[config.mk]
export PLATFORM = sky130hd
export DESIGN_NAME = lpa_readout_seq
export DESIGN_NICKNAME = d
export VERILOG_FILES = /design/src/rtl/lpa_pkg.sv /design/src/rtl/lpa_phase_gen.sv /design/src/rtl/lpa_eos_sync.sv /design/src/rtl/lpa_int_reset.sv /design/src/rtl/lpa_readout_seq.sv
export SDC_FILE = /design/constraint.sdc
export NUM_CORES = 1
export LEC_CHECK = 0
export BUFFER_PORTS_ARGS = -buffer_cell sky130_fd_sc_hd__buf_4
export CAP_MARGIN = 15
export CORE_AREA = 2 2 153 125
export CTS_CLUSTER_DIAMETER = 40
export DETAILED_ROUTE_END_ITERATION = 16
export DIE_AREA = 0 0 155 127
export GPL_TIMING_DRIVEN = 0
export PLACE_DENSITY = 0.74
export SLEW_MARGIN = 20
export SYNTH_ARGS = -nofsm -noshare
export SYNTH_HDL_FRONTEND = slang
export SYNTH_SLANG_ARGS = --single-unit
[constraint.sdc]
create_clock -name clk -period 5.2 [get_ports clk]
set_clock_uncertainty 0.2 [all_clocks]
set_input_delay 0.52 -clock clk [delete_from_list [all_inputs] [get_ports clk]]
set_output_delay 0.52 -clock clk [all_outputs]
set_load 0.02 [all_outputs]
[src/rtl/lpa_pkg.sv]
package lpa_pkg;
  typedef enum logic [1:0] {PH_A, GAP_AB, PH_B, GAP_BA} phase_t;
  typedef enum logic [1:0] {S_IDLE, S_GRST, S_ARM, S_SCAN} seq_t;

  function automatic logic [10:0] pixels_for(input logic [1:0] code);
    return 11'd128 << code;
  endfunction
endpackage

[src/rtl/lpa_phase_gen.sv]
module lpa_phase_gen
  import lpa_pkg::*;
#(
  parameter int CW = 16
) (
  input  logic          clk,
  input  logic          rst,
  input  logic          run,
  input  logic [CW-1:0] hi_len,
  input  logic [CW-1:0] gap_len,
  output logic          ph_a,
  output logic          ph_b,
  output logic          b_rise_nx,
  output logic          b_fall_nx,
  output logic          active
);
  phase_t        phase, nxt;
  logic [CW-1:0] cnt, len;
  logic          fin, stop;

  always_comb begin
    len = (phase == PH_A || phase == PH_B) ? hi_len : gap_len;
    fin = ({1'b0, cnt} + 1'b1) >= {1'b0, len};
    case (phase)
      PH_A:    nxt = (gap_len == '0) ? PH_B : GAP_AB;
      GAP_AB:  nxt = PH_B;
      PH_B:    nxt = (gap_len == '0) ? PH_A : GAP_BA;
      default: nxt = PH_A;
    endcase
    stop      = active && fin && (nxt == PH_A) && !run;
    b_rise_nx = active && fin && (nxt == PH_B);
    b_fall_nx = active && fin && (phase == PH_B);
  end

  always_ff @(posedge clk) begin
    if (rst) begin
      active <= 1'b0;
      phase  <= PH_A;
      cnt    <= '0;
      ph_a   <= 1'b0;
      ph_b   <= 1'b0;
    end else if (!active) begin
      if (run) begin
        active <= 1'b1;
        phase  <= PH_A;
        cnt    <= '0;
        ph_a   <= 1'b1;
        ph_b   <= 1'b0;
      end
    end else if (fin) begin
      cnt <= '0;
      if (stop) begin
        active <= 1'b0;
        phase  <= PH_A;
        ph_a   <= 1'b0;
        ph_b   <= 1'b0;
      end else begin
        phase <= nxt;
        ph_a  <= (nxt == PH_A);
        ph_b  <= (nxt == PH_B);
      end
    end else begin
      cnt <= cnt + 1'b1;
    end
  end

  a_r1_no_overlap: assert property (@(posedge clk) disable iff (rst) !(ph_a && ph_b));
endmodule

[src/rtl/lpa_eos_sync.sv]
module lpa_eos_sync (
  input  logic clk,
  input  logic rst,
  input  logic done_n,
  output logic done_fall
);
  logic s1, s2, s3;

  always_ff @(posedge clk) begin
    if (rst) begin
      s1 <= 1'b1;
      s2 <= 1'b1;
      s3 <= 1'b1;
    end else begin
      s1 <= done_n;
      s2 <= s1;
      s3 <= s2;
    end
  end

  assign done_fall = s3 && !s2;
endmodule

[src/rtl/lpa_int_reset.sv]
module lpa_int_reset #(
  parameter int CW = 16
) (
  input  logic          clk,
  input  logic          rst,
  input  logic          arm,
  input  logic          b_fall_nx,
  input  logic          b_rise_nx,
  input  logic [CW-1:0] dly,
  input  logic [CW-1:0] len,
  output logic          pulse
);
  logic [CW-1:0] dcnt, n;
  logic          armed, armed_n;
  logic [CW:0]   stop_at;

  always_comb begin
    n       = b_fall_nx ? '0 : ((dcnt == '1) ? dcnt : dcnt + 1'b1);
    armed_n = arm && (b_fall_nx || armed);
    stop_at = {1'b0, dly} + {1'b0, len};
  end

  always_ff @(posedge clk) begin
    if (rst) begin
      armed <= 1'b0;
      dcnt  <= '1;
      pulse <= 1'b0;
    end else begin
      armed <= armed_n;
      dcnt  <= n;
      pulse <= armed_n && !b_rise_nx && (n >= dly) && ({1'b0, n} < stop_at);
    end
  end
endmodule

[src/rtl/lpa_readout_seq.sv]
module lpa_readout_seq
  import lpa_pkg::*;
#(
  parameter int CW       = 16,
  parameter int PW       = 32,
  parameter int MIN_HI   = 20,
  parameter int MIN_GAP  = 0,
  parameter int MIN_DLY  = 5,
  parameter int MIN_GRST = 501
) (
  input  logic          clk,
  input  logic          rst,
  input  logic          frame_req,
  input  logic          grst_req,
  input  logic [1:0]    pix_sel,
  input  logic [CW-1:0] hi_cyc,
  input  logic [CW-1:0] gap_cyc,
  input  logic [CW-1:0] rst_dly_cyc,
  input  logic [CW-1:0] rst_len_cyc,
  input  logic [CW-1:0] grst_cyc,
  input  logic [PW-1:0] period_cyc,
  input  logic          scan_done_n,
  output logic          start_pulse,
  output logic          sr_clk_a,
  output logic          sr_clk_b,
  output logic          integ_reset,
  output logic          pix_strobe,
  output logic          gate_reset,
  output logic          busy,
  output logic          timeout
);
  localparam int IW = 11;

  logic [CW-1:0] hi_eff, gap_eff, dly_eff, len_eff, grst_eff, gcnt;
  logic [PW-1:0] per_cnt;
  logic [IW-1:0] idx, npix;
  seq_t          state;
  logic          run, gen_busy, rise_nx, fall_nx, done_fall, st_set, st_pend;

  always_comb begin
    hi_eff   = (hi_cyc < CW'(MIN_HI)) ? CW'(MIN_HI) : hi_cyc;
    gap_eff  = (gap_cyc < CW'(MIN_GAP)) ? CW'(MIN_GAP) : gap_cyc;
    dly_eff  = (rst_dly_cyc < CW'(MIN_DLY)) ? CW'(MIN_DLY) : rst_dly_cyc;
    len_eff  = (rst_len_cyc == '0) ? CW'(1) : rst_len_cyc;
    grst_eff = (grst_cyc < CW'(MIN_GRST)) ? CW'(MIN_GRST) : grst_cyc;
    st_set   = (state == S_SCAN) && rise_nx && (idx == '0);
  end

  lpa_phase_gen #(.CW(CW)) u_gen (
    .clk(clk), .rst(rst), .run(run), .hi_len(hi_eff), .gap_len(gap_eff),
    .ph_a(sr_clk_a), .ph_b(sr_clk_b), .b_rise_nx(rise_nx), .b_fall_nx(fall_nx),
    .active(gen_busy)
  );

  lpa_eos_sync u_sync (
    .clk(clk), .rst(rst), .done_n(scan_done_n), .done_fall(done_fall)
  );

  lpa_int_reset #(.CW(CW)) u_irst (
    .clk(clk), .rst(rst), .arm(state == S_SCAN), .b_fall_nx(fall_nx),
    .b_rise_nx(rise_nx), .dly(dly_eff), .len(len_eff), .pulse(integ_reset)
  );

  always_ff @(posedge clk) begin
    if (rst) begin
      state       <= S_IDLE;
      run         <= 1'b0;
      idx         <= '0;
      npix        <= '0;
      start_pulse <= 1'b0;
      st_pend     <= 1'b0;
      pix_strobe  <= 1'b0;
      gate_reset  <= 1'b0;
      gcnt        <= '0;
      per_cnt     <= '1;
      timeout     <= 1'b0;
    end else begin
      per_cnt    <= st_set ? '0 : ((per_cnt == '1) ? per_cnt : per_cnt + 1'b1);
      pix_strobe <= (state == S_SCAN) && rise_nx && (idx != '0) && (idx <= npix);
      st_pend    <= fall_nx && start_pulse;
      if (st_set)       start_pulse <= 1'b1;
      else if (st_pend) start_pulse <= 1'b0;

      case (state)
        S_IDLE: if (!gen_busy) begin
          if (grst_req) begin
            gate_reset <= 1'b1;
            gcnt       <= CW'(1);
            state      <= S_GRST;
          end else if (frame_req) begin
            state <= S_ARM;
          end
        end
        S_GRST: begin
          if (gcnt >= grst_eff) begin
            gate_reset <= 1'b0;
            state      <= S_IDLE;
          end else begin
            gcnt <= gcnt + 1'b1;
          end
        end
        S_ARM: if (!gen_busy && per_cnt >= period_cyc) begin
          run     <= 1'b1;
          idx     <= '0;
          npix    <= pixels_for(pix_sel);
          timeout <= 1'b0;
          state   <= S_SCAN;
        end
        default: begin
          if (done_fall) begin
            run   <= 1'b0;
            state <= S_IDLE;
          end else if (rise_nx) begin
            if (idx == npix + IW'(4)) begin
              timeout <= 1'b1;
              run     <= 1'b0;
              state   <= S_IDLE;
            end else begin
              idx <= idx + 1'b1;
            end
          end
        end
      endcase
    end
  end

  assign busy = (state != S_IDLE) || gen_busy;

  a_r4_strobe_on_rise: assert property (@(posedge clk) disable iff (rst)
    pix_strobe |-> (sr_clk_b && !$past(sr_clk_b)));
  a_r5_reset_clear_of_b: assert property (@(posedge clk) disable iff (rst)
    integ_reset |-> !sr_clk_b);
  a_r9_gate_outside_scan: assert property (@(posedge clk) disable iff (rst)
    gate_reset |-> (!sr_clk_a && !sr_clk_b && !start_pulse));
  a_r3_start_with_b: assert property (@(posedge clk) disable iff (rst)
    $rose(start_pulse) |-> $rose(sr_clk_b));
endmodule

## Yosys cells after proc, flatten, opt, wreduce, memory -nomap -nowiden

Cells that the tools add are included.

- Add/subtract/negate cells: 8
- Order comparisons: 10
- Equal/unequal tests: 19
- Shift-type cells: 1
- Muxes and demuxes: 66
- Bitwise operators: 1
- Reduce and logical (&&, ||, !) cells: 49

Operators by type and width:

| kind | count |
|---|---|
| 16-bit 2-to-1 mux | 14 |
| 32-bit 2-to-1 mux | 2 |
| 16-bit by 1-bit adder with 16-bit output (second input constant) | 3 |
| 11-bit 2-to-1 mux | 4 |
| 32-bit by 1-bit adder with 32-bit output (second input constant) | 1 |
| 32-bit == test (second input constant) | 1 |
| 16-bit >= comparator | 2 |
| 32-bit >= comparator | 1 |
| 16-bit logical NOT | 2 |
| 16-bit one-hot mux with 2 select lines | 1 |
| 2-bit 2-to-1 mux | 14 |
| 1-bit 2-to-1 mux | 25 |
| 11-bit one-hot mux with 2 select lines | 1 |
| 16-bit by 1-bit adder with 17-bit output (second input constant) | 1 |
| 16-bit by 16-bit adder with 17-bit output | 1 |
| 17-bit by 16-bit >= comparator with 1-bit output | 1 |
| 16-bit by 17-bit < comparator with 1-bit output | 1 |
| 16-bit == test (second input constant) | 1 |
| 1-bit logical AND | 16 |
| 16-bit by 1-bit < comparator with 1-bit output (second input constant) | 1 |
| 16-bit by 3-bit < comparator with 1-bit output (second input constant) | 1 |
| 16-bit by 5-bit < comparator with 1-bit output (second input constant) | 1 |
| 16-bit by 9-bit < comparator with 1-bit output (second input constant) | 1 |
| 2-bit != test (second input constant) | 7 |
| 25 further kinds | 51 |

- Flip-flop bits (word level): 120
- Bits of input ports: 119
- Word-level logic and storage cells: 176

## Logic depth before layout (Yosys ltp)

- Word-level depth: 11
- Depth in mapped cells: 24
- Gate-level depth less buffers: 21

## Hierarchy

A second synthesis with hierarchy kept.

- Cell total of the unflattened synthesis: 1,183
- Area total of the unflattened synthesis: 9,386.5 um^2

Modules (own cells, without submodules):

| module | times used | cells each | area each (um^2) |
|---|---|---|---|
| lpa_readout_seq | 1 | 684 | 5,286.3 |
| lpa_int_reset | 1 | 305 | 2,392.3 |
| lpa_phase_gen | 1 | 187 | 1,622.8 |
| lpa_eos_sync | 1 | 7 | 85.1 |

## Least setup slack after synthesis

Ideal clock, no wire load.

- Kind: reg-to-reg
- Start point: reg u_gen.cnt[2]
- End point: reg u_irst.pulse
- Setup time: 0.070 ns
- Data arrival time: 5.137 ns
- Data required time: 4.930 ns
- Path slack: -0.207 ns
- Cell stages (with the launch flop): 24
- Path buffers: 3
- Cell sequence: dfxtp_1 -> nand3_1 -> or2_1 -> clkbuf_1 -> nor3_1 -> nand3_1 -> xnor2_1 -> ha_1 -> nand3_1 -> or4_4 -> a21oi_4 -> o2111a_1 -> clkbuf_1 -> clkbuf_1 -> nor2_1 -> ha_1 -> a21o_1 -> a21o_1 -> a21oi_1 -> nor2_1 -> a2111oi_0 -> a21boi_0 -> a211oi_1 -> a21boi_1

RTL lines:

| element | line | source |
|---|---|---|
| from (decl) | lpa_phase_gen.sv:18 | `logic [CW-1:0] cnt, len;` |
| from (signal assigned) | lpa_phase_gen.sv:63 | `cnt <= cnt + 1'b1;` |
| 16-bit by 1-bit adder with 17-bit output (*) | lpa_phase_gen.sv:23 | `fin = ({1'b0, cnt} + 1'b1) >= {1'b0, len};` |
| 17-bit by 16-bit >= comparator with 1-bit output (*) | lpa_phase_gen.sv:23 |  |
| 1-bit logical AND (*) (2 in a row) | lpa_phase_gen.sv:32 | `b_fall_nx = active && fin && (phase == PH_B);` |
| 16-bit 2-to-1 mux (*) | lpa_int_reset.sv:18 | `n = b_fall_nx ? '0 : ((dcnt == '1) ? dcnt : dcnt + 1'b1);` |
| via u_irst.n[10] | lpa_int_reset.sv:13 | `logic [CW-1:0] dcnt, n;` |
| 16-bit >= comparator | lpa_int_reset.sv:31 | `pulse <= armed_n && !b_rise_nx && (n >= dly) && ({1'b0, n} < stop_at);` |
| 1-bit logical AND | lpa_int_reset.sv:31 |  |
| 1-bit logical AND (*) | lpa_int_reset.sv:31 |  |
| to (signal assigned) | lpa_int_reset.sv:31 |  |
| to (decl) | lpa_int_reset.sv:11 | `output logic pulse` |

The timed path passes the listed nets; every way through them passes the cells marked *.
A chain may end at the register's enable or synchronous reset.

## Worst setup path in the final report

- Start point: reg u_gen.cnt[3]
- End point: reg u_irst.pulse

The elaborated chain is that of the path after synthesis.

==> summary.md <==
| Metric | Value |
|---|---|
| Critical path capture point type | flop |
| CP cell instances | buf_4, nand4_1, or2_4, nor3_4, buf_4, xor2_1, ha_1, nand2_1, nor2_1, a211oi_1, o211ai_1, o2111a_2, buf_6, buf_8, nor2_1, ha_1, a21o_1, a21o_1, a21oi_1, nor2_1, a2111oi_2, and3_1, a211oi_1, a21boi_1 |
| FP Rows | 44 |
| Synth Register Bits | around 110 |
| Post-DR wirelength/cell | 15.04 um |
| Routed Antenna Nets | 0 |
| Vias in the first global route | 8,115 |
| P_leak | 4.978 nW |
| # fillers | 1,620 |
| Cell family with most CP delay | compound AO/OA/AOI/OAI gates |
| CTS tree | done |
| Clk_lat worst skew | approximately 0.42 ns |
| Post-synth top area cell | dfxtp_1 |
| Total wire length after detailed routing | ~23 mm |
| Reg-to-reg endpoint | u_irst.pulse$_SDFF_PP0_ |
| Async S/R FF share, synth | 0% |
| Post-synth top area share | approximately a quarter |
| First DRT Iteration DRCs | 576 |
| IO Pins | 127 |
| Hold WS | roughly 0.11 ns |
| Top-count cell post-synth | ha_1 |
| Wire length on met3 | around 1.2 mm |
| Initial antenna violation count | 0 |
| Data required time of the worst path | around 5.4 ns |
| Setup violators final | 0 |
| Syn_nets | roughly 1,400 |
| Final RePlAce weighted congestion | 0.8838 |
| Share of post-route cells with drive strength above 1 | roughly 16% |
| Max Slew Vio Count | 0 |
| Metal-1 WL | about 12 mm |
| Hold/Removal Path Class | in -> reg |
| Maximum root-to-sink buffer count | 2 |
| Reg2Reg Depth | 24 |
| Post-synthesis sequential area ratio | 25.28% |
| Root Driver | clkbuf_16 |
| Worst-path maximum fanout | 10 |
| CP startpoint kind | flop |
| Fin cells | roughly 1,500 |
| DR top layer | met4 |
| Most frequent cells after synthesis | 125 x ha_1, 113 x dfxtp_1, 99 x nor2_1 |
| Synthesis warning total | 0 |
| Largest net degree at the start of global routing | 17 |
| Routed vias/inst | 5.589 |
| Crit path time final | around 5.0 ns |
| Initial core utilization | a little under 50% |
| CP Class | reg -> reg |
| Hold path cells | 2 |
| DRT Pass-1 Iters | 5 |
| CP Data Arrival Time | 5.12 ns |
| Distinct cells, synth | 64 |
| CP max stage delay | between 0.3 and 0.4 ns |
| Die Ht | 127 um |
| Worst hold endpoint | u_sync.s1$_SDFF_PP1_ |
| Status | complete, no violations |
| Num CTS Buffers | 17 |
| Total gr overflow | 0 |
| EDFF count, synth | 0 |
| Post-Syn Area | just under 9000 um^2 |
| Wire length on met2 | a little under 10 mm |
| Post-Syn Area per Cell | 7.968 um^2 |
| Via count | ~8,500 |
| Worst Tran Pin Value | between 0.7 and 0.8 ns |
| DRC Markers | 0 |
| DIE WIDTH | roughly 160 um |
| R2R Setup Slk | 0.24 ns |
| Placed cells | between 1,000 and 1,500 |
| Final period util | between 90% and 100% |
| # Max-Cap Violations | 0 |
| Critical path launch point | u_gen.cnt[3]$_SDFFE_PP0P_ |
| Ratio of total power to cell area | 416.3 nW/um^2 |
| Synth area leaders | dfxtp_1 25%, ha_1 17%, nor2_1 4.2% |
| Antenna cells | 0 |
| Total GRT Usage | a little under a quarter |
| Origin of the critical flop-to-flop path | u_gen.cnt[3]$_SDFFE_PP0P_ |
| CP max-delay cell | o2111a_2 |
| Port bufs | ~130 |
| Fin. Hold Viols | 0 |
| CTS clk-pin slew, worst paths | 0.05 ns |
| Slew headroom | between 50 and 60% |
| Total clock sinks | between 100 and 150 |
| Detail Placement HPWL | about 18 mm |
| Most used cell, CP | nor2_1 |
| Setup_tns | 0 ns |
| Die area | 19,690 um^2 |
| Top_reg_cell synth | dfxtp_1 |
| Core footprint | 18,000 um^2 |
| Area delta synth->final | 22.97% |
| VDD IR max | a little over 0.2 mV |
| Layout net count | around 1,500 |
| H-tree depth | 4 |
| Hold wc startpoint | scan_done_n |
| First-pass GRT wire length | 37.70 mm |
| Buf/Inv on CP | 4 |
| Cells after synthesis | roughly 1,100 |
| Max Fclk | 201.5 MHz |
per-stage QoR:
step	util [%]	area [um^2]	setup WS (ns)	total power [mW]
after global routing	61.13	11000	-0.03050	4.960
after CTS	60.56	10900	0.02045	4.576
after floorplan	-	8955	0.04093	2.758
after global placement	56.60	10190	-0.8110	3.222
final	61.13	11000	0.2373	4.581
after detailed placement	56.60	10190	-0.8334	3.294
per-layer routing:
layer | up-vias | GRT usage (%)
met5 | - | 0
met4 | 0 | 6.046
met3 | 22 | 3.867
met2 | 213 | 35.84
met1 | 3917 | 33.54
li1 | 4344 | -
state kept, by name, indices dropped and copies added, names as in the netlist, 2 cells and up:
register / count
gcnt: 16
idx: 11
npix: 4
per_cnt: 32
state: 2
u_gen.cnt: 16
u_gen.phase: 2
u_irst.dcnt: 16
how the worst max path moves through the flow:
| stage | to | slack [ns] | cells past startpoint |
|---|---|---|---|
| after floorplan | u_irst.pulse$_SDFF_PP0_ | 0.04 | 23 |
| after global placement | u_irst.pulse$_SDFF_PP0_ | -0.81 | 23 |
| after detailed placement | u_irst.pulse$_SDFF_PP0_ | -0.83 | 23 |
| after CTS | u_irst.pulse$_SDFF_PP0_ | 0.02 | 23 |
| after global routing | u_irst.pulse$_SDFF_PP0_ | -0.03 | 24 |
| final | u_irst.pulse$_SDFF_PP0_ | 0.24 | 24 |
cells in the final DEF (no fill, tap or decap), drive strengths merged, types with 7 or more instances in the layout:
cell type and n:
a21boi 27, a21o 25, and4 7, xnor2 34
nand4 33, nand2 53, o21a 11, xor2 41
nor3 25, and2 12, ha 125, mux2i 16
a31oi 11, nor2b 8, dfxtp 113, a21oi 62
o21ai 54, inv 88, o211ai 7, buf 145
a22oi 18, nor2 99, nand3 43, or2 15
or3 9, and3 21, clkbuf 74, o2111ai 7
nand2b 12, nor4 22
power by group:
part / internal [mW] / leakage [nW] / switching [mW] / total [mW]
Combinational: 0.936 / 3.75 / 1.20 / 2.14
Sequential: 1.02 / 0.921 / 0.172 / 1.20
Clock: 0.848 / 0.312 / 0.402 / 1.25
Total: 2.81 / 4.98 / 1.77 / 4.58
area by class of cell:
class	instances	area, um^2	share of cell area [%]
plain buffers	61	261.5	2.376
clock buffers	22	484.2	4.400
flip-flops and latches	113	2265	20.58
inverters	88	330.3	3.002
multi-input cells	860	6200	56.34
repair buffers	136	1021	9.278
clock inverters	10	155.1	1.410
well taps	230	287.8	2.615
kinds of logic after synthesis:
kind of cell             after synthesis  share of synthesized area (%)
buffers and inverters                150                          6.362
AO/OA/AOI/OAI                        269                          20.08
AND/OR/NAND/NOR                      374                          21.45
flip-flops                           113                          25.28
adder cells (fa/ha/maj)              126                          17.70
multiplexers                          16                          1.790
XOR/XNOR                              75                          7.341
timing repair:
action | 4_1_cts | 5_1_grt
hold buffers | 0 | 0
pin swaps | 4 | 11
endpoints found under the hold margin | 0 | 0
setup endpoints to repair | 1 | 1
buffers inserted | 4 | 6
resized for setup | 18 | 13
Power figures use the tool's default switching activity.
